$ cat src/rtl/pmdram_pkg.sv
package pmdram_pkg;
   typedef enum logic [1:0] {
      ACC_HIT      = 2'd0,
      ACC_ROWMISS  = 2'd1,
      ACC_PAGEMISS = 2'd2,
      ACC_CLOSED   = 2'd3
   } acc_cls_e;

   typedef enum logic [1:0] {
      DP_NOP = 2'd0,
      DP_MRD = 2'd1,
      DP_MWR = 2'd2
   } dp_code_e;

   function automatic int unsigned max2(input int unsigned a, input int unsigned b);
      return (a > b) ? a : b;
   endfunction
endpackage

$ cat src/rtl/pmdram_rowtrack.sv
// Open-row register and access classification.
module pmdram_rowtrack
   import pmdram_pkg::*;
#(
   parameter int unsigned MA_W        = 11,
   parameter int unsigned LAT_W       = 5,
   parameter int unsigned RD_HIT      = 7,
   parameter int unsigned RD_ROWMISS  = 11,
   parameter int unsigned RD_PAGEMISS = 14,
   parameter int unsigned RD_CLOSED   = 10,
   parameter int unsigned WR_HIT      = 12,
   parameter int unsigned WR_ROWMISS  = 13,
   parameter int unsigned WR_PAGEMISS = 16,
   parameter int unsigned WR_CLOSED   = 12
) (
   input  logic             clk,
   input  logic             rst_n,
   input  logic             accept,
   input  logic             close_mode,
   input  logic             is_write,
   input  logic [MA_W-1:0]  row,
   output acc_cls_e         cls,
   output logic             need_pre,
   output logic [LAT_W-1:0] first_lat,
   output logic             open_valid
);
   logic [MA_W-1:0] open_row;

   always_comb begin
      if (close_mode)               cls = ACC_CLOSED;
      else if (!open_valid)         cls = ACC_ROWMISS;
      else if (row == open_row)     cls = ACC_HIT;
      else                          cls = ACC_PAGEMISS;
      need_pre = open_valid && ((cls == ACC_PAGEMISS) || (cls == ACC_CLOSED));
      unique case (cls)
         ACC_HIT:      first_lat = is_write ? LAT_W'(WR_HIT)      : LAT_W'(RD_HIT);
         ACC_ROWMISS:  first_lat = is_write ? LAT_W'(WR_ROWMISS)  : LAT_W'(RD_ROWMISS);
         ACC_PAGEMISS: first_lat = is_write ? LAT_W'(WR_PAGEMISS) : LAT_W'(RD_PAGEMISS);
         default:      first_lat = is_write ? LAT_W'(WR_CLOSED)   : LAT_W'(RD_CLOSED);
      endcase
   end

   always_ff @(posedge clk or negedge rst_n) begin
      if (!rst_n) begin
         open_valid <= 1'b0;
         open_row   <= '0;
      end else if (accept) begin
         open_valid <= !close_mode;
         open_row   <= row;
      end
   end

   // a closed-mode access never leaves a row marked open
   assert_closed_clears_R4: assert property (@(posedge clk) disable iff (!rst_n)
      (accept && close_mode) |=> !open_valid);
endmodule

$ cat src/rtl/pmdram_beatctl.sv
// Transfer pacing: one down-counter per transfer plus beat index.
module pmdram_beatctl #(
   parameter int unsigned LAT_W    = 5,
   parameter int unsigned NEXT_LAT = 4
) (
   input  logic             clk,
   input  logic             rst_n,
   input  logic             accept,
   input  logic             burst,
   input  logic [LAT_W-1:0] first_lat,
   output logic             busy,
   output logic             rdy,
   output logic             last,
   output logic             first,
   output logic [1:0]       beat,
   output logic [LAT_W-1:0] cnt,
   output logic [LAT_W-1:0] age
);
   logic burst_q;

   assign rdy  = busy && (cnt == '0);
   assign last = (beat == (burst_q ? 2'd3 : 2'd0));

   always_ff @(posedge clk or negedge rst_n) begin
      if (!rst_n) begin
         busy    <= 1'b0;
         cnt     <= '0;
         beat    <= 2'd0;
         first   <= 1'b0;
         burst_q <= 1'b0;
         age     <= '0;
      end else if (!busy) begin
         if (accept) begin
            busy    <= 1'b1;
            cnt     <= first_lat - LAT_W'(1);
            beat    <= 2'd0;
            first   <= 1'b1;
            burst_q <= burst;
            age     <= '0;
         end
      end else begin
         if (first && (age != '1)) age <= age + LAT_W'(1);
         if (cnt == '0) begin
            if (last) begin
               busy  <= 1'b0;
               first <= 1'b0;
            end else begin
               cnt   <= LAT_W'(NEXT_LAT - 1);
               beat  <= beat + 2'd1;
               first <= 1'b0;
            end
         end else begin
            cnt <= cnt - LAT_W'(1);
         end
      end
   end

   // the ready strobe is a single-cycle pulse
   assert_rdy_pulse_R5: assert property (@(posedge clk) disable iff (!rst_n)
      rdy |=> !rdy);
   // a burst never advances past its fourth transfer
   assert_beat_bound_R5: assert property (@(posedge clk) disable iff (!rst_n)
      (rdy && last) |=> !busy);
endmodule

$ cat src/rtl/pmdram_strobes.sv
// DRAM strobe, address, data-path code and latch-enable decode.
module pmdram_strobes
   import pmdram_pkg::*;
#(
   parameter int unsigned MA_W     = 11,
   parameter int unsigned CAS_N    = 8,
   parameter int unsigned LAT_W    = 5,
   parameter int unsigned CAS_W    = 2,
   parameter int unsigned PRE      = 3,
   parameter int unsigned COL_LEAD = 3
) (
   input  logic             clk,
   input  logic             rst_n,
   input  logic             busy,
   input  logic             rdy,
   input  logic             last,
   input  logic             first,
   input  logic [1:0]       beat,
   input  logic [LAT_W-1:0] cnt,
   input  logic [LAT_W-1:0] age,
   input  logic             hit_q,
   input  logic             pre_q,
   input  logic             wr_q,
   input  logic             open_valid,
   input  logic [MA_W-1:0]  row_q,
   input  logic [MA_W-1:0]  col_q,
   output logic             ras_n,
   output logic [CAS_N-1:0] cas_n,
   output logic [MA_W-1:0]  ma,
   output logic [1:0]       dp_code,
   output logic             mdle
);
   logic ras_on, cas_on, col_phase, mdle_low_q;
   dp_code_e dp;

   always_comb begin
      if (busy) ras_on = !(first && pre_q && (age < LAT_W'(PRE)));
      else      ras_on = open_valid;
      cas_on    = busy && (cnt < LAT_W'(CAS_W));
      col_phase = !first || hit_q || (cnt < LAT_W'(COL_LEAD));
      if (col_phase) ma = {col_q[MA_W-1:2], col_q[1:0] ^ beat};
      else           ma = row_q;
      if (busy && !(rdy && last)) dp = wr_q ? DP_MWR : DP_MRD;
      else                        dp = DP_NOP;
   end

   assign ras_n   = !ras_on;
   assign dp_code = dp;
   assign mdle    = !mdle_low_q;

   for (genvar i = 0; i < CAS_N; i++) begin : g_lane
      assign cas_n[i] = !cas_on;
   end

   always_ff @(posedge clk or negedge rst_n) begin
      if (!rst_n) mdle_low_q <= 1'b0;
      else        mdle_low_q <= rdy && !wr_q;
   end

   // every lane strobes in a transfer's ready cycle
   assert_cas_at_rdy_R7: assert property (@(posedge clk) disable iff (!rst_n)
      rdy |-> (cas_n == '0));
   // the row is open whenever data moves
   assert_ras_at_rdy_R10: assert property (@(posedge clk) disable iff (!rst_n)
      rdy |-> !ras_n);
   // latch closes only as CAS is released after a ready strobe
   assert_mdle_fall_R8: assert property (@(posedge clk) disable iff (!rst_n)
      $fell(mdle) |-> ((cas_n == '1) && $past(rdy)));
   // only the two low column bits move between transfers
   assert_burst_upper_R6: assert property (@(posedge clk) disable iff (!rst_n)
      (rdy && !last) |=> (ma[MA_W-1:2] == $past(ma[MA_W-1:2])));
endmodule

$ cat src/rtl/pmdram_seq.sv
// Page-mode DRAM access sequencer top.
module pmdram_seq
   import pmdram_pkg::*;
#(
   parameter int unsigned MA_W        = 11,
   parameter int unsigned CAS_N       = 8,
   parameter int unsigned RD_HIT      = 7,
   parameter int unsigned RD_ROWMISS  = 11,
   parameter int unsigned RD_PAGEMISS = 14,
   parameter int unsigned RD_CLOSED   = 10,
   parameter int unsigned WR_HIT      = 12,
   parameter int unsigned WR_ROWMISS  = 13,
   parameter int unsigned WR_PAGEMISS = 16,
   parameter int unsigned WR_CLOSED   = 12,
   parameter int unsigned NEXT_LAT    = 4,
   parameter int unsigned CAS_W       = 2,
   parameter int unsigned PRE         = 3,
   parameter int unsigned COL_LEAD    = 3
) (
   input  logic                clk,
   input  logic                rst_n,
   input  logic                close_mode,
   input  logic                req_valid,
   input  logic                req_write,
   input  logic                req_burst,
   input  logic [2*MA_W-1:0]   req_addr,
   output logic                req_ready,
   output logic                cpu_rdy,
   output logic                ras_n,
   output logic [CAS_N-1:0]    cas_n,
   output logic [MA_W-1:0]     ma,
   output logic [1:0]          dp_code,
   output logic                mdle
);
   localparam int unsigned ADDR_W  = 2 * MA_W;
   localparam int unsigned MAX_RD  = max2(max2(RD_HIT, RD_ROWMISS), max2(RD_PAGEMISS, RD_CLOSED));
   localparam int unsigned MAX_WR  = max2(max2(WR_HIT, WR_ROWMISS), max2(WR_PAGEMISS, WR_CLOSED));
   localparam int unsigned MAX_LAT = max2(max2(MAX_RD, MAX_WR), NEXT_LAT);
   localparam int unsigned LAT_W   = $clog2(MAX_LAT + 1);
   localparam int unsigned MIN_MISS = PRE + COL_LEAD + 1;

   initial begin
      if (MA_W < 2)                 $fatal(1, "MA_W must cover the burst bits");
      if (CAS_W < 1 || COL_LEAD < CAS_W) $fatal(1, "column lead shorter than CAS window");
      if (NEXT_LAT <= CAS_W)        $fatal(1, "CAS must release between transfers");
      if (RD_HIT < COL_LEAD || WR_HIT < COL_LEAD) $fatal(1, "hit latency too short");
      if (RD_PAGEMISS < MIN_MISS || WR_PAGEMISS < MIN_MISS ||
          RD_CLOSED < MIN_MISS || WR_CLOSED < MIN_MISS ||
          RD_ROWMISS < COL_LEAD + 1 || WR_ROWMISS < COL_LEAD + 1)
                                    $fatal(1, "miss latency below precharge plus column lead");
   end

   logic             busy, accept, rdy, last, first, need_pre, open_valid;
   logic [1:0]       beat;
   logic [LAT_W-1:0] cnt, age, first_lat;
   acc_cls_e         cls;
   logic [MA_W-1:0]  row_in, col_in, row_q, col_q;
   logic             wr_q, hit_q, pre_q;

   assign row_in    = req_addr[ADDR_W-1:MA_W];
   assign col_in    = req_addr[MA_W-1:0];
   assign req_ready = !busy;
   assign accept    = req_valid && !busy;
   assign cpu_rdy   = rdy;

   always_ff @(posedge clk or negedge rst_n) begin
      if (!rst_n) begin
         row_q <= '0;
         col_q <= '0;
         wr_q  <= 1'b0;
         hit_q <= 1'b0;
         pre_q <= 1'b0;
      end else if (accept) begin
         row_q <= row_in;
         col_q <= col_in;
         wr_q  <= req_write;
         hit_q <= (cls == ACC_HIT);
         pre_q <= need_pre;
      end
   end

   pmdram_rowtrack #(
      .MA_W(MA_W), .LAT_W(LAT_W),
      .RD_HIT(RD_HIT), .RD_ROWMISS(RD_ROWMISS), .RD_PAGEMISS(RD_PAGEMISS), .RD_CLOSED(RD_CLOSED),
      .WR_HIT(WR_HIT), .WR_ROWMISS(WR_ROWMISS), .WR_PAGEMISS(WR_PAGEMISS), .WR_CLOSED(WR_CLOSED)
   ) u_rowtrack (
      .clk(clk), .rst_n(rst_n), .accept(accept), .close_mode(close_mode),
      .is_write(req_write), .row(row_in), .cls(cls), .need_pre(need_pre),
      .first_lat(first_lat), .open_valid(open_valid)
   );

   pmdram_beatctl #(.LAT_W(LAT_W), .NEXT_LAT(NEXT_LAT)) u_beatctl (
      .clk(clk), .rst_n(rst_n), .accept(accept), .burst(req_burst),
      .first_lat(first_lat), .busy(busy), .rdy(rdy), .last(last),
      .first(first), .beat(beat), .cnt(cnt), .age(age)
   );

   pmdram_strobes #(
      .MA_W(MA_W), .CAS_N(CAS_N), .LAT_W(LAT_W), .CAS_W(CAS_W),
      .PRE(PRE), .COL_LEAD(COL_LEAD)
   ) u_strobes (
      .clk(clk), .rst_n(rst_n), .busy(busy), .rdy(rdy), .last(last),
      .first(first), .beat(beat), .cnt(cnt), .age(age), .hit_q(hit_q),
      .pre_q(pre_q), .wr_q(wr_q), .open_valid(open_valid), .row_q(row_q),
      .col_q(col_q), .ras_n(ras_n), .cas_n(cas_n), .ma(ma),
      .dp_code(dp_code), .mdle(mdle)
   );

   // no ready strobe while the sequencer advertises idle
   assert_rdy_busy_R11: assert property (@(posedge clk) disable iff (!rst_n)
      cpu_rdy |-> !req_ready);
   // a taken request makes the sequencer busy next cycle
   assert_accept_busy_R11: assert property (@(posedge clk) disable iff (!rst_n)
      (req_valid && req_ready) |=> !req_ready);
endmodule

$ cat config.mk
export PLATFORM = sky130hd
export DESIGN_NAME = pmdram_seq
export DESIGN_NICKNAME = d
export VERILOG_FILES = /design/src/rtl/pmdram_pkg.sv /design/src/rtl/pmdram_rowtrack.sv /design/src/rtl/pmdram_beatctl.sv /design/src/rtl/pmdram_strobes.sv /design/src/rtl/pmdram_seq.sv
export SDC_FILE = /design/constraint.sdc
export NUM_CORES = 1
export LEC_CHECK = 0
export ABC_AREA = 0
export BUFFER_PORTS_ARGS = -buffer_cell sky130_fd_sc_hd__buf_4
export CORE_UTILIZATION = 49
export DETAILED_ROUTE_END_ITERATION = 10
export PLACE_DENSITY = 0.77
export SYNTH_ARGS = -nofsm -noshare
export SYNTH_HDL_FRONTEND = slang
export SYNTH_SLANG_ARGS = --single-unit
$ cat constraint.sdc
create_clock -name clk -period 2.1 [get_ports clk]
set_clock_uncertainty 0.1 [all_clocks]
set_input_delay 0.315 -clock clk [delete_from_list [all_inputs] [get_ports clk]]
set_output_delay 0.315 -clock clk [all_outputs]
set_load 0.01 [all_outputs]
== Word-level counts from Yosys, hierarchy flattened ==
Index checks and enable logic that the tools add are counted.

* Input bits: 28
* Bits in registers: 42
* Output and inout port bits: 25

* Equality and inequality tests: 10
* Muxes and demuxes: 31
* Add/subtract/negate cells: 4
* Bitwise logic cells: 2
* Magnitude comparators: 3
* Reductions and logical operators: 30

{| class="wikitable"
|+ Operators with widths
! operator !! count
|-
| $mux W5 || 8
|-
| $mux W2 || 10
|-
| $lt A5 B2 Y1 const B || 3
|-
| $pmux W5 S3 || 1
|-
| $eq A11 B11 Y1 || 1
|-
| $mux W11 || 1
|-
| $logic_and A1 B1 Y1 || 10
|-
| $sub A5 B1 Y5 const B || 2
|-
| $logic_not A1 Y1 || 9
|-
| $mux W1 || 8
|-
| $reduce_and A2 Y1 || 4
|-
| $mux W3 || 2
|-
| $ne A2 B2 Y1 const B || 3
|-
| $add A5 B1 Y5 const B || 1
|-
| $logic_not A5 Y1 || 1
|-
| $ne A5 B5 Y1 const B || 1
|-
| $eq A2 B2 Y1 const B || 2
|-
| $mux W4 || 1
|-
| $logic_or A1 B1 Y1 || 3
|-
| $ne A3 B3 Y1 const B || 1
|-
| $reduce_and A3 Y1 || 1
|-
| $add A2 B1 Y2 const B || 1
|-
| $eq A2 B1 Y1 const B || 1
|-
| $eq A2 B2 Y1 || 1
|-
| other kinds (4) || 4
|}

== Logic depth before layout (Yosys ltp) ==
Gate-level depths: netlist of run 1.

* Word-level depth: 9
* Gate-level depth with buffers: 10
* Depth with buffers taken out: 10

== Cells and area by module ==
From an unflattened synthesis of run 1, not the netlist that was laid out.

* Cell total of the unflattened synthesis: 234
* Area, all modules: 2,921.6 um^2

{| class="wikitable"
|+ Modules (own cells, without submodules)
! module !! cells each !! area each (um^2) !! times used
|-
| pmdram_seq || 56 || 1,026.0 || 1
|-
| pmdram_beatctl || 87 || 855.8 || 1
|-
| pmdram_rowtrack || 54 || 683.2 || 1
|-
| pmdram_strobes || 37 || 356.6 || 1
|}

== Worst setup path after synthesis of run 1 ==
No wires, ideal clock.

* Path kind: reg-to-reg
* From: reg u_rowtrack.open_row[6]
* To: reg u_beatctl.cnt[2]
* Period minus slack after synthesis: 2.190 ns
* Arrival time: 2.008 ns
* Buffers on the path: 0
* Stages on the path, launching flop included: 10
* Path slack: -0.090 ns
* Cell sequence: dfrtp_1 -> xor2_1 -> nor4_1 -> nand2_1 -> o31ai_1 -> nand2b_1 -> ha_1 -> nor4b_1 -> mux2i_1 -> a31oi_1

* Cells in the longest elaborated chain, start to end: 9

{| class="wikitable"
|+ RTL lines
! element !! line !! source
|-
| from (decl) || pmdram_rowtrack.sv:27 || <nowiki>logic [MA_W-1:0] open_row;</nowiki>
|-
| from (signal assigned) || pmdram_rowtrack.sv:49 || <nowiki>open_row <= row;</nowiki>
|-
| $eq A11 B11 Y1 (*) || pmdram_rowtrack.sv:32 || <nowiki>else if (row == open_row) cls = ACC_HIT;</nowiki>
|-
| $mux W2 (*) || pmdram_rowtrack.sv:32 ||
|-
| $mux W2 (*) || pmdram_rowtrack.sv:31 || <nowiki>else if (!open_valid) cls = ACC_ROWMISS;</nowiki>
|-
| $mux W2 (*) || pmdram_rowtrack.sv:30 || <nowiki>if (close_mode) cls = ACC_CLOSED;</nowiki>
|-
| $eq A2 B2 Y1 (tied with other cells) || pmdram_rowtrack.sv:35 || <nowiki>unique case (cls)</nowiki>
|-
| $pmux W5 S3 (*) || pmdram_rowtrack.sv:35 ||
|-
| $sub A5 B1 Y5 (*) || pmdram_beatctl.sv:35 || <nowiki>cnt <= first_lat - LAT_W'(1);</nowiki>
|-
| $mux W5 (*) || pmdram_beatctl.sv:33 || <nowiki>if (accept) begin</nowiki>
|-
| $mux W5 (*) || pmdram_beatctl.sv:32 || <nowiki>end else if (!busy) begin</nowiki>
|-
| to (signal assigned) || pmdram_beatctl.sv:35 ||
|-
| to (signal assigned) || pmdram_beatctl.sv:48 || <nowiki>cnt <= LAT_W'(NEXT_LAT - 1);</nowiki>
|-
| to (signal assigned) || pmdram_beatctl.sv:53 || <nowiki>cnt <= cnt - LAT_W'(1);</nowiki>
|-
| to (decl) || pmdram_beatctl.sv:16 || <nowiki>output logic [LAT_W-1:0] cnt,</nowiki>
|}

Every way passes the cells marked *; elsewhere a longest branch is shown, timed or not. The select of a mux whose other input is x is not followed.
A chain may end at the register's enable or synchronous reset.

== Final worst setup path of run 1 ==
* From: reg u_beatctl.cnt[1]
* To: out dp_code[1]

* Cells in the longest elaborated chain, start to end: 6

{| class="wikitable"
|+ RTL lines
! element !! line !! source
|-
| $logic_not A5 Y1 || pmdram_beatctl.sv:21 || <nowiki>assign rdy = busy && (cnt == '0);</nowiki>
|-
| $logic_and A1 B1 Y1 || pmdram_beatctl.sv:21 ||
|-
| $logic_and A1 B1 Y1 || pmdram_strobes.sv:43 || <nowiki>if (busy && !(rdy && last)) dp = wr_q ? DP_MWR : DP_MRD;</nowiki>
|-
| $logic_not A1 Y1 || pmdram_strobes.sv:43 ||
|-
| $logic_and A1 B1 Y1 || pmdram_strobes.sv:43 ||
|-
| $mux W2 || pmdram_strobes.sv:43 ||
|-
| to (decl) || pmdram_seq.sv:32 || <nowiki>output logic [1:0] dp_code,</nowiki>
|}

Every way passes these cells.

==> results of run 1 <==
## sequential cells by signal, summed over array words and instances, names as in the netlist, 2 cells and up
signal and flops:
col_q 11, u_beatctl.age 5, u_beatctl.beat 2, u_beatctl.cnt 5
u_rowtrack.open_row 11
## timing repair
item | 4_1_cts | 5_1_grt
hold endpoints to repair | 42 | 0
gates cloned | 1 | 0
hold buffers | 1 | 0
pin swaps | 3 | 8
setup buffers | 9 | 6
gates resized for setup | 20 | 25
endpoints found under the setup margin | 16 | 16
## area by class of cell
type,instances,area (sq um),share of cell area
inverters,8,30.0,0.00922
clock buffers,7,76.3,0.0234
well taps,52,65.1,0.0200
repair buffers,90,727,0.223
flip-flops and latches,42,1050,0.323
multi-input cells,210,1310,0.401
## metrics by stage
step / setup WS (ps) / cell area [sq um] / hold WS [ps] / std cells
after global routing: -277 / 3260 / 116 / 409
after detailed placement: -236 / 2880 / 237 / 385
after floorplan: -50.7 / 2370 / -80.6 / 280
after global placement: -159 / 2880 / 236 / 385
final: -97.5 / 3260 / 106 / 409
after CTS: -73.0 / 3110 / 101 / 403
## power by group
group	switching [mW]	internal (mW)	total [mW]
Sequential	0.320	1.16	1.48
Clock	0.268	0.229	0.497
Combinational	1.26	1.48	2.74
## worst max-delay path: stages (launching register included)
cell and delay, ps:
dfrtp_1 410, inv_2 90, ha_4 140, or4b_4 470, a21oi_4 170, nor3b_2 60
buf_4 140
## final timing paths
check	depth (start not counted)	slack, ps	startpoint	to
setup / recovery	6	-100	u_beatctl.cnt[1]$_DFFE_PN0P_	dp_code[1]
hold / removal	3	110	req_burst	u_beatctl.burst_q$_DFFE_PN0P_
setup reg to reg	10	-50	u_rowtrack.open_row[5]$_DFFE_PN0P_	u_beatctl.cnt[4]$_DFFE_PN0P_
hold reg to reg	2	380	col_q[10]$_DFFE_PN0P_	col_q[10]$_DFFE_PN0P_
max in group asynchronous	2	1070	rst_n	u_beatctl.cnt[2]$_DFFE_PN0P_
min in group asynchronous	2	440	rst_n	u_beatctl.busy$_DFF_PN0_
## cells in the mapped netlist (2+ instances only)
library cell and number:
mux2i_1 2, ha_1 4, o21ai_1 3, a31oi_1 3, dfrtp_1 42, xor2_1 8
o31ai_1 5, nand2b_1 4, clkbuf_1 10, mux2_2 9, nor3b_1 3, nor4b_1 2
nor3_1 7, o21ai_0 10, nor2_1 13, nand3_1 10, xnor2_1 6, nor4_1 2
inv_1 7, nand2_1 96, buf_4 8, a21oi_1 8
## metal layers
metal	GRT usage	vias up	wire, um
li1	-	1083	-
met1	0.307	1027	2490
met2	0.410	69	2940
met3	0.0520	8	316
met4	0.0911	0	80
met5	0	-	0
## kinds of logic after synthesis
family / count (synthesis) / share of synthesized area
XOR/XNOR: 14 / 0.0522
multiplexers: 11 / 0.0516
AO/OA/AOI/OAI: 37 / 0.104
adder cells (fa/ha/maj): 4 / 0.0213
buffers and inverters: 28 / 0.0580
flip-flops: 42 / 0.447
AND/OR/NAND/NOR: 144 / 0.266
==> key figures, run 1 <==
Run status
  • Outcome: complete, but fails checks
  • Failing checks: design-rule violations, negative setup slack

Cells and area
  • Core Util, Final: 0.728
  • Area Growth Syn to Fin: 38.6%
  • Most common cell after layout, fill and taps aside: nand2_1
  • Filler Cell Count: 339
  • Antenna Cells: 0
  • Nets: 389
  • Most frequent cells in the layout: nand2_1, buf_4, dfrtp_1
  • Share of post-route cells with drive strength above 1: 0.356

Clock network
  • CTS buffer count: 5
  • Clock Latency Late Sink: 300 ps
  • Root Buffer: clkbuf_8
  • CTS tree: done
  • Htree depth: 2
  • Clock Pin Slew Worst Setup and Hold Paths: 80 ps
  • CTS sink count: 42
  • CTS max path bufs: 2

Synth
  • Ys flop type: dfrtp_1
  • Distinct cells, synth: 40
  • Syn Area/Cell: 8.40 sq um
  • Syn_nets: 312
  • Synth top area cells: dfrtp_1, nand2_1, mux2_2, xor2_1, buf_4
  • Async set or reset register ratio after synthesis: 1.00
  • Top cell type's share of synthesized area: 0.447
  • Register area share after synthesis: 0.447
  • Post-synthesis register bit count: 42
  • Synthesis warning total: 0
  • Post-synth top area cell: dfrtp_1
  • Mapped Area: 0.00235 sq mm
  • EDFF count, synth: 0
  • Synth Instances: 280

Placed design
  • Port Buffers: 52
  • Detailed Place HPWL: 3650 um
  • Gpl congestion: 0.824

Worst hold path
  • Class of the worst hold path: in2reg

Pwr
  • Leakage: 1.63 nW
  • Overall Power: 4.72 mW
  • Maximum vdd ir drop: 0.795 mV
  • Pwr dens: 1450 mW/mm^2

Global routing
  • Largest net degree at the start of global routing: 43
  • Number of antenna violations at the first check in global routing: 0
  • Congestion Overflow GR: 0
  • Vias in the first global route: 2093
  • GRT Total Usage: 0.242
  • First-pass GRT wire length: 9530 um

Timing
  • Slew @ Worst Pin: 534 ps
  • RSZ-0062 raised after global routing: true
  • Fin worst setup slack: -97.5 ps
  • Fin crit share: 1.05
  • # setup viols final: 13
  • Max Freq: 0.455 GHz
  • Slew Viols, Final: 0
  • Relative max-transition margin: 0.644
  • Final hold vios: 0
  • Final min period: 2200 ps
  • Setup_tns: -641 ps

Critical path
  • Critical path launch point type: flop
  • Required time of the critical path: 1680 ps
  • Crit end category: primary output
  • Crit path max fanout: 3
  • CP arrival: 1780 ps
  • Crit Path Class: reg2out

Floorplan
  • Initial Utilization: 0.525
  • Die area: 0.00508 sq mm
  • Row cnt: 24
  • Die Ht: 71.3 um
  • Core area: 0.00447 sq mm
  • Die width: 71.3 um
  • IO Count: 53

Routing
  • DRC violation count after routing: 5
  • First drt pass iteration count: 7
  • Detail Route Antenna Nets: 0
  • Initial drt markers: 162
  • Vias: 2187
  • Via density per instance: 5.35
  • Final WL: 5820 um
  • WL per Instance: 14.2 um

Flow run
  • Max-cap violations: 0
No activity file was read; power rests on OpenSTA's default activity.
==> inputs of run 2 (changes only) <==
--- a/config.mk
+++ b/config.mk
@@ -7,9 +7,11 @@
 export LEC_CHECK = 0
 export ABC_AREA = 0
 export BUFFER_PORTS_ARGS = -buffer_cell sky130_fd_sc_hd__buf_4
-export CORE_UTILIZATION = 49
+export CAP_MARGIN = 10
+export CORE_MARGIN = 4
+export CORE_UTILIZATION = 35
 export DETAILED_ROUTE_END_ITERATION = 10
-export PLACE_DENSITY = 0.77
+export PLACE_DENSITY = 0.59
 export SYNTH_ARGS = -nofsm -noshare
 export SYNTH_HDL_FRONTEND = slang
 export SYNTH_SLANG_ARGS = --single-unit
==> key figures, run 2 (synthesized netlist as in run 1, its figures left out) <==
Run status
  • Outcome: complete, but fails checks
  • Failing checks: negative setup slack

Pwr
  • Leakage: 1.53 nW
  • Pwr dens: 1390 mW/mm^2
  • Comb power frac: 0.526
  • Switching Fraction: 0.395
  • Power share of the sequential group: 0.346
  • Maximum vdd ir drop: 0.761 mV
  • Clock share of power: 0.128
  • Switch Pwr: 1.71 mW
  • Internal Pwr Total: 2.62 mW

Routing
  • Initial drt markers: 75
  • WL per Instance: 13.3 um
  • Detail Route Antenna Nets: 0
  • DRC violation count after routing: 0
  • Final WL: 5610 um
  • Via density per instance: 4.85
  • First drt pass iteration count: 4
  • Vias: 2052

Timing
  • # setup viols final: 12
  • Fin crit share: 1.04
  • RSZ-0062 raised after global routing: true
  • Slew Viols, Final: 0
  • Slew @ Worst Pin: 555 ps
  • Fin worst setup slack: -78.4 ps
  • Relative max-transition margin: 0.630
  • Final hold vios: 0
  • Max Freq: 0.459 GHz
  • Final min period: 2180 ps

Critical path
  • Crit end category: flop
  • RR Endpoint: u_beatctl.cnt[2]$_DFFE_PN0P_
  • CP Buf/Inv Count: 0
  • Reg2Reg Depth: 9
  • CP arrival: 2300 ps
  • Crit Path Class: reg2reg
  • Cell family with most CP delay: simple AND/OR/NAND/NOR gates
  • Worst r2r src: u_rowtrack.open_row[4]$_DFFE_PN0P_
  • Crit path max fanout: 5
  • CP Depth: 9
  • CP max stage cell: dfrtp_1
  • Required time of the critical path: 2220 ps
  • Largest stage delay on the critical path: 400 ps
  • Worst Setup SP: u_rowtrack.open_row[4]$_DFFE_PN0P_
  • Critical Path, Cell by Cell: xor2_1 > nor4_2 > nand2_1 > o31ai_1 > nand2b_1 > ha_4 > nor4b_2 > mux2i_1 > a31oi_1
  • Reg-to-reg slack, setup: -80 ps
  • Critical path launch point type: flop

Clock network
  • CTS max path bufs: 2
  • Clock Pin Slew Worst Setup and Hold Paths: 80 ps
  • Clock Latency Late Sink: 290 ps
  • Root Buffer: clkbuf_8
  • CTS buffer count: 5
  • CTS sink count: 42
  • CTS tree: done
  • Htree depth: 2

Global routing
  • First-pass GRT wire length: 9820 um
  • Number of antenna violations at the first check in global routing: 0
  • Congestion Overflow GR: 0
  • Largest net degree at the start of global routing: 43
  • GRT Total Usage: 0.146
  • Vias in the first global route: 2073

Worst hold path
  • End of the worst hold path: col_q[5]$_DFFE_PN0P_
  • Hold Crit Start: req_addr[5]
  • Class of the worst hold path: in2reg
  • WHS Path Cells: 3

Floorplan
  • IO Count: 53
  • Initial Utilization: 0.366
  • Die width: 90.0 um
  • Die area: 0.00809 sq mm
  • Die Ht: 90.0 um
  • Row cnt: 29
  • Core area: 0.00642 sq mm

Cells and area
  • Most common cell after layout, fill and taps aside: nand2_1
  • Largest regs: col_q: 11 flops, u_rowtrack.open_row: 11 flops
  • Antenna Cells: 0
  • Non-filler instance count after layout: 423
  • Nets: 377
  • Area Growth Syn to Fin: 33.0%
  • Design Area, Final: 0.00313 sq mm
  • Most frequent cells in the layout: nand2_1, buf_4, dfrtp_1
  • Share of post-route cells with drive strength above 1: 0.344

Flow run
  • Max-cap violations: 0

Placed design
  • Dpl cell area: 0.00290 sq mm
  • Detailed Place HPWL: 3930 um
  • Port Buffers: 52
  • Placed Cells incl. Taps: 408
  • Gpl congestion: 0.792
==> run 2: how the worst max path moves through the flow <==
stage,end,slack [ps]
global placement,u_beatctl.cnt[2]$_DFFE_PN0P_,-190
global route,u_beatctl.cnt[2]$_DFFE_PN0P_,-310
finish,u_beatctl.cnt[2]$_DFFE_PN0P_,-80
CTS,u_beatctl.cnt[2]$_DFFE_PN0P_,-130
detailed placement,u_beatctl.cnt[2]$_DFFE_PN0P_,-250
floorplan,u_beatctl.cnt[2]$_DFFE_PN0P_,-50
==> run 2: per-layer routing <==
metal	track usage	share of wire	up-vias
met4	0.0383	0.0078	0
met2	0.236	0.46	52
met1	0.192	0.47	946
met3	0.0451	0.066	4
li1	-	-	1050
met5	0	0	-
==> run 2: through the flow <==
| stage | setup WS (ps) | setup TNS, ps | power, mW | hold slack [ps] | util |
|---|---|---|---|---|---|
| after floorplan | -50.7 | -60.5 | 2.78 | -80.6 | - |
| after global placement | -194 | -395 | 3.60 | 250 | 0.451 |
| after detailed placement | -247 | -465 | 3.64 | 251 | 0.451 |
| after CTS | -131 | -862 | 4.28 | 90.7 | 0.476 |
| after global routing | -305 | -2110 | 4.72 | 97.1 | 0.487 |
| final | -78.4 | -530 | 4.34 | 105 | 0.487 |
==> run 2: power groups by stage <==
| stage | Sequential, mW | Combinational (mW) | Clock [mW] |
|---|---|---|---|
| 2_1_floorplan | 1.41 | 1.37 | 0 |
| 3_3_place_gp | 1.49 | 2.11 | 0 |
| 3_5_place_dp | 1.49 | 2.14 | 0 |
| 4_1_cts | 1.49 | 2.21 | 0.576 |
| 5_1_grt | 1.56 | 2.56 | 0.606 |
| 6_report | 1.50 | 2.28 | 0.555 |
==> run 2: final cells by class <==
type / instances / area (sq um)
fillers: 632 / 3300
multi-input cells: 210 / 1260
flip-flops and latches: 42 / 1050
repair buffers: 78 / 588
well taps: 77 / 96.3
clock buffers: 6 / 82.6
inverters: 8 / 30.0
clock inverters: 2 / 12.5
==> run 2: repair_timing <==
item,CTS,global route
endpoints found under the hold margin,42,0
setup buffers,1,5
hold buffers,1,0
endpoints found under the setup margin,23,25
pin swaps,7,5
gates resized for setup,12,10
==> run 2: worst register-to-register path: stages, from the launching register on <==
cell and delay, ps:
dfrtp_1 400, xor2_1 160, nor4_2 310, nand2_1 110, o31ai_1 200, nand2b_1 120
ha_4 200, nor4b_2 250, mux2i_1 100, a31oi_1 160
